## config.mk

```make
export PLATFORM = sky130hd
export DESIGN_NAME = gpio_cdr_bank
export DESIGN_NICKNAME = d
export VERILOG_FILES = /design/src/rtl/gpio_cdr_pkg.sv /design/src/rtl/gpio_cdr_ctrl.sv /design/src/rtl/gpio_cdr_datapath.sv /design/src/rtl/gpio_cdr_bank.sv
export SDC_FILE = /design/constraint.sdc
export NUM_CORES = 1
export LEC_CHECK = 0
export CORE_ASPECT_RATIO = 1.1
export CORE_MARGIN = 2
export CORE_UTILIZATION = 31
export DETAILED_ROUTE_END_ITERATION = 10
export PLACE_DENSITY_LB_ADDON = 0.08
export SYNTH_ARGS = -nofsm -noshare
export SYNTH_HDL_FRONTEND = slang
export SYNTH_HIERARCHICAL = 1
export SYNTH_SLANG_ARGS = --single-unit
```

## constraint.sdc

```tcl
create_clock -name clk -period 1 [get_ports clk]
set_input_delay 0.1 -clock clk [delete_from_list [all_inputs] [get_ports clk]]
set_output_delay 0.1 -clock clk [all_outputs]
set_load 0.01 [all_outputs]
```

## src/rtl/gpio_cdr_pkg.sv

```systemverilog
package gpio_cdr_pkg;

  // Geometry of the register word
  localparam int PIN_CNT    = 5;
  localparam int REG_W      = 32;
  localparam int FIELD_BASE = 16;
  localparam int GROUP_W    = 3;
  localparam int SYNC_DEPTH = 2;

  // Position of each bit inside a pin group
  localparam int STAT_OFS = 0;
  localparam int OUT_OFS  = 1;
  localparam int IN_OFS   = 2;

  // Strobes from the write decoder to the datapath
  typedef struct packed {
    logic               outLoad;
    logic [PIN_CNT-1:0] outVal;
    logic [PIN_CNT-1:0] statClr;
  } ctrl_strobe_t;

  function automatic int statPos(input int k);
    return FIELD_BASE + GROUP_W * k + STAT_OFS;
  endfunction

  function automatic int outPos(input int k);
    return FIELD_BASE + GROUP_W * k + OUT_OFS;
  endfunction

  function automatic int inPos(input int k);
    return FIELD_BASE + GROUP_W * k + IN_OFS;
  endfunction

endpackage

```

## src/rtl/gpio_cdr_ctrl.sv

```systemverilog
module gpio_cdr_ctrl
  import gpio_cdr_pkg::*;
(
  input  logic             wrEn,
  input  logic [REG_W-1:0] wrData,
  output ctrl_strobe_t     strobe
);

  // Input and reserved bits are not decoded.
  logic unusedWrBits;
  assign unusedWrBits = ^wrData;

  always_comb begin
    strobe.outLoad = wrEn;
    for (int k = 0; k < PIN_CNT; k++) begin
      strobe.outVal[k]  = wrData[outPos(k)];
      strobe.statClr[k] = wrEn & wrData[statPos(k)];
    end
  end

endmodule

```

## src/rtl/gpio_cdr_datapath.sv

```systemverilog
module gpio_cdr_datapath
  import gpio_cdr_pkg::*;
(
  input  logic               clk,
  input  logic               rstN,
  input  ctrl_strobe_t       strobe,
  input  logic [PIN_CNT-1:0] pinIn,
  input  logic [PIN_CNT-1:0] dirOut,
  input  logic [PIN_CNT-1:0] irqEn,
  output logic [REG_W-1:0]   rdData,
  output logic [PIN_CNT-1:0] pinOut,
  output logic [PIN_CNT-1:0] pinOe,
  output logic [PIN_CNT-1:0] irq
);

  logic [PIN_CNT-1:0] syncLvl;
  logic [PIN_CNT-1:0] prevLvl;
  logic [PIN_CNT-1:0] edgeHit;
  logic [PIN_CNT-1:0] statQ;
  logic [PIN_CNT-1:0] outQ;

  // One synchronizer chain per pin
  for (genvar p = 0; p < PIN_CNT; p++) begin : g_sync
    logic [SYNC_DEPTH-1:0] chain;
    always_ff @(posedge clk or negedge rstN) begin
      if (!rstN) chain <= '0;
      else       chain <= {chain[SYNC_DEPTH-2:0], pinIn[p]};
    end
    assign syncLvl[p] = chain[SYNC_DEPTH-1];
  end

  assign edgeHit = syncLvl ^ prevLvl;

  always_ff @(posedge clk or negedge rstN) begin
    if (!rstN) begin
      prevLvl <= '0;
      statQ   <= '0;
      outQ    <= '0;
    end else begin
      prevLvl <= syncLvl;
      // A new transition takes priority over a software clear
      statQ   <= edgeHit | (statQ & ~strobe.statClr);
      if (strobe.outLoad) outQ <= strobe.outVal;
    end
  end

  always_comb begin
    rdData = '0;
    for (int k = 0; k < PIN_CNT; k++) begin
      rdData[statPos(k)] = statQ[k];
      rdData[outPos(k)]  = outQ[k];
      rdData[inPos(k)]   = syncLvl[k];
    end
  end

  assign pinOut = outQ & dirOut;
  assign pinOe  = dirOut;
  assign irq    = statQ & irqEn;

endmodule

```

## src/rtl/gpio_cdr_bank.sv

```systemverilog
module gpio_cdr_bank
  import gpio_cdr_pkg::*;
(
  input  logic               clk,
  input  logic               rstN,
  input  logic               wrEn,
  input  logic [REG_W-1:0]   wrData,
  output logic [REG_W-1:0]   rdData,
  input  logic [PIN_CNT-1:0] pinIn,
  input  logic [PIN_CNT-1:0] dirOut,
  input  logic [PIN_CNT-1:0] irqEn,
  output logic [PIN_CNT-1:0] pinOut,
  output logic [PIN_CNT-1:0] pinOe,
  output logic [PIN_CNT-1:0] irq
);

  ctrl_strobe_t strobe;

  gpio_cdr_ctrl u_ctrl (
    .wrEn   (wrEn),
    .wrData (wrData),
    .strobe (strobe)
  );

  gpio_cdr_datapath u_dp (
    .clk    (clk),
    .rstN   (rstN),
    .strobe (strobe),
    .pinIn  (pinIn),
    .dirOut (dirOut),
    .irqEn  (irqEn),
    .rdData (rdData),
    .pinOut (pinOut),
    .pinOe  (pinOe),
    .irq    (irq)
  );

endmodule

```

==> results.md <==
- The run finished, with violations left.
- The checks that failed: negative setup slack.
- After detailed routing, the number of remaining DRC violations is 0.
- In this run the register-to-register setup slack is 0.09 ns.
- The number of global-route vias before repair was between 700 and 800.
- The net count of the finished layout is 204.
- The largest net degree at the start of global routing is 26.
- Summed over all nets, the half-perimeter wirelength after detailed placement is roughly 1.5 mm.
- After detailed routing, the average wire length per cell comes to 10.02 um.
- The number of I/O pins is a little under 100.
- At the later pin of the worst-skew pair, clock insertion delay measures 0.32 ns.
- The layout overhead on the synthesized area is 52.75%.
- STA puts the critical path data arrival time at between 1 and 1.5 ns.
- The class of the tightest hold or removal check is input pin to async pin.
- Measured along the y axis, the die boundary spans about 67 um.
- The routed wire length is approximately 2.0 mm.
- TritonCTS built the clock tree.
- The required time of the worst setup path is ~0.90 ns.
- The sum of overflow across all layers after global routing is 0.
- The post-route netlist has ~30% of its cells at a drive strength greater than 1.
- Row generation in the floorplan step produced 22 rows.
- The number of standard cells in the layout, taps in and fillers out is roughly 200.
- Timing would allow up to 833.1 MHz.
- Clock tree synthesis inserted a total of 3 buffers.
- The region available for standard cell placement spans between 3000 and 4000 sq um.
- The max capacitance violation total is 0.
- After layout, the minimum clock period comes to around 1.2 ns.
- At the end of routability-driven placement, the weighted congestion stood at approximately 0.63.
- Traced cell by cell, the critical path runs through buf_6 -> and2_4 -> buf_6.
- After synthesis, the cell types taking the most area are sky130_fd_sc_hd__dfrtp_1, sky130_fd_sc_hd__buf_4, sky130_fd_sc_hd__and2_1, sky130_fd_sc_hd__mux2_1, sky130_fd_sc_hd__xnor2_1.
- The endpoint class of the critical path is an output port.
- Yosys printed 6 warnings.
- Sequential cells burn a little over half of the power.
- The deepest level of the CTS H-tree is 1.
- The first detailed-routing pass ran for 2 iterations.
- In this run the worst path has a maximum fanout of 2.
- After clock tree synthesis, the clock-pin slew on the worst setup and hold paths is 0.14 ns.
- Setup repair after global routing could not meet its margin everywhere.
- The cell area after synthesis is roughly 1100 sq um.
- After layout, the worst setup slack is -0.2003 ns.
- The setup path with the least slack is of type register to output port.
- The library cell used as clock root buffer is sky130_fd_sc_hd__clkbuf_4.
- The critical path startpoint category is a register.
- The share of total power in combinational logic is between 20% and 30%.
- The count of vias placed by the detailed router is 750.
- The most frequent standard cell in the layout excluding fill and tap cells is sky130_fd_sc_hd__clkdlybuf4s50_1.
- In this run the power density over the cells is between 1000 and 1500 nW/um^2.
- The library cells used most frequently in the layout, excluding fill and tap cells, are sky130_fd_sc_hd__clkdlybuf4s50_1, sky130_fd_sc_hd__dfrtp_1, sky130_fd_sc_hd__buf_6.
- The x dimension of the die is roughly 61 um.
- The detail route stage leaves a number of antenna-violating nets equal to 0.
- The count of input and output buffers is 57.
- The most numerous cell type found on the critical path is sky130_fd_sc_hd__buf_6.
- On the worst path, the slowest cell contributes a delay of ~0.42 ns.
- The utilization after layout is 50.30%.
- The clock skew is approximately 0.0095 ns.
- The clock network fraction of total power is between 20% and 30%.
- In the global route stage, overall resource usage came out at between 10 and 15%.
- The top cell type by area accounts for ~56% of the synthesized area.
- Setup violations remaining at the end of the flow were counted as 17.
- The worst-path cell with the longest stage delay is sky130_fd_sc_hd__dfrtp_1.
- The cell class contributing the biggest share of worst-path delay is flip-flops.
- The internal portion of the total power is between 1500 and 2000 uW.
- In this run switching power makes up roughly a quarter of total power.
- The initial antenna violation count is 0.
- The net switching power is 548.9 uW.
- The count of final max-slew check failures is 0.
- The die outline area is 4092 sq um.
- In the finished design, the share of the clock period the worst path needs comes to 120.0%.
- The buffers plus inverters on the worst setup path is 2.
- The detailed router finished its first iteration with 5 violations.
- The antenna diode count is 0.
- The final count of hold timing violations is 0.
- Averaged over all synthesized cells, the footprint is about 12 sq um.
- The vias per cell is 3.731.
- The worst vdd rail ir drop is 0.9254 mV.
- The number of cells in the design after placement is 188.
- The static leakage is about 0.00082 uW.
- For this configuration, the core starts out at a cell density of roughly 33%.
- Summed over all instances, the cell type with the most area after synthesis is sky130_fd_sc_hd__dfrtp_1.
- The number of synthesized register bits is 25.
- The wire length of the first global-routing pass is 3.029 mm.
- The netlist uses 8 different library cells.
- Counting every sink on the clock net gives 25.
- The largest buffer count on any clock path is 2.
- Sequential elements use 56.12% of the synthesized area.
- Synthesis produced 94 cells.
-- power by group through the flow --
stage | sequential, uW | clock, uW | combinational, uW
4_1_cts | 1120 | 490 | 534
5_1_grt | 1130 | 522 | 609
3_3_place_gp | 1140 | 0 | 515
3_5_place_dp | 1140 | 0 | 520
2_1_floorplan | 1160 | 0 | 234
6_report | 1120 | 452 | 561
-- layout make-up --
class | instances | area, sq um
clock buffers | 3 | 22.52
multi-input cells | 47 | 290.3
clock inverters | 1 | 7.507
fillers | 329 | 1683
flip-flops and latches | 25 | 625.6
well taps | 48 | 60.06
inverters | 5 | 18.77
repair buffers | 72 | 678.2
-- path summary, 6_finish.rpt --
| kind | start | endpoint | cells past startpoint |
|---|---|---|---|
| hold reg to reg | u_dp/g_sync[0].chain[0]$_DFF_PN0_ | u_dp/g_sync[0].chain[1]$_DFF_PN0_ | 0 |
| max in group asynchronous | rstN | u_dp/g_sync[0].chain[1]$_DFF_PN0_ | 2 |
| min in group clk | pinIn[4] | u_dp/g_sync[4].chain[0]$_DFF_PN0_ | 1 |
| setup / recovery | u_dp/statQ[2]$_DFF_PN0_ | irq[2] | 3 |
| setup reg to reg | u_dp/outQ[3]$_DFFE_PN0P_ | u_dp/outQ[3]$_DFFE_PN0P_ | 2 |
| hold / removal | rstN | u_dp/g_sync[1].chain[1]$_DFF_PN0_ | 2 |
-- routing by layer --
metal	vias to the layer above	track usage, %	wire length, um
li1	361	-	-
met1	346	11.53	684
met2	39	17.42	1089
met3	4	2.330	202
met4	0	5.707	38
met5	-	0	0
-- per-stage QoR --
stage	TNS (ns)	total power [uW]	setup WS, ns	hold WS, ns	instance area, sq um
after floorplan	0	1391	0.2022	-0.1956	1175
after global placement	-5.143	1654	-0.3129	0.3342	1628
after detailed placement	-5.364	1662	-0.3417	0.3347	1628
after CTS	-1.836	2144	-0.2116	0.09325	1655
after global routing	-2.431	2262	-0.2527	0.1071	1703
final	-1.461	2133	-0.2003	0.1050	1703
-- registers in the layout (all words and copies together) (netlist names) --
name / cells
u_dp/g_sync.chain: 10
u_dp/outQ: 5
u_dp/prevLvl: 5
u_dp/statQ: 5
-- cell usage after synthesis --
cell                      count
sky130_fd_sc_hd__o21ai_1      5
sky130_fd_sc_hd__xnor2_1      5
sky130_fd_sc_hd__and2_1      15
sky130_fd_sc_hd__dfrtp_1     25
sky130_fd_sc_hd__mux2_1       5
sky130_fd_sc_hd__buf_4       33
sky130_fd_sc_hd__conb_1       1
sky130_fd_sc_hd__inv_1        5
-- cells by family after synthesis --
kind of cell / after synthesis / synth area share [%]
xor gates and xnor gates: 5 / 3.928
other: 1 / 0.3364
buffers and inverters: 38 / 23.91
muxes: 5 / 5.050
DFF: 25 / 56.12
AOI/OAI and AO/OA: 5 / 2.244
and+or+nand+nor: 15 / 8.418
-- timing repair --
action | CTS | global route
buffers inserted | 8 | 1
endpoints found under the setup margin | 30 | 25
hold buffers | 0 | 0
pin swaps | 8 | 1
resized for setup | 119 | 8
endpoints found under the hold margin | 0 | 0
No activity file was read; power rests on OpenSTA's default activity.
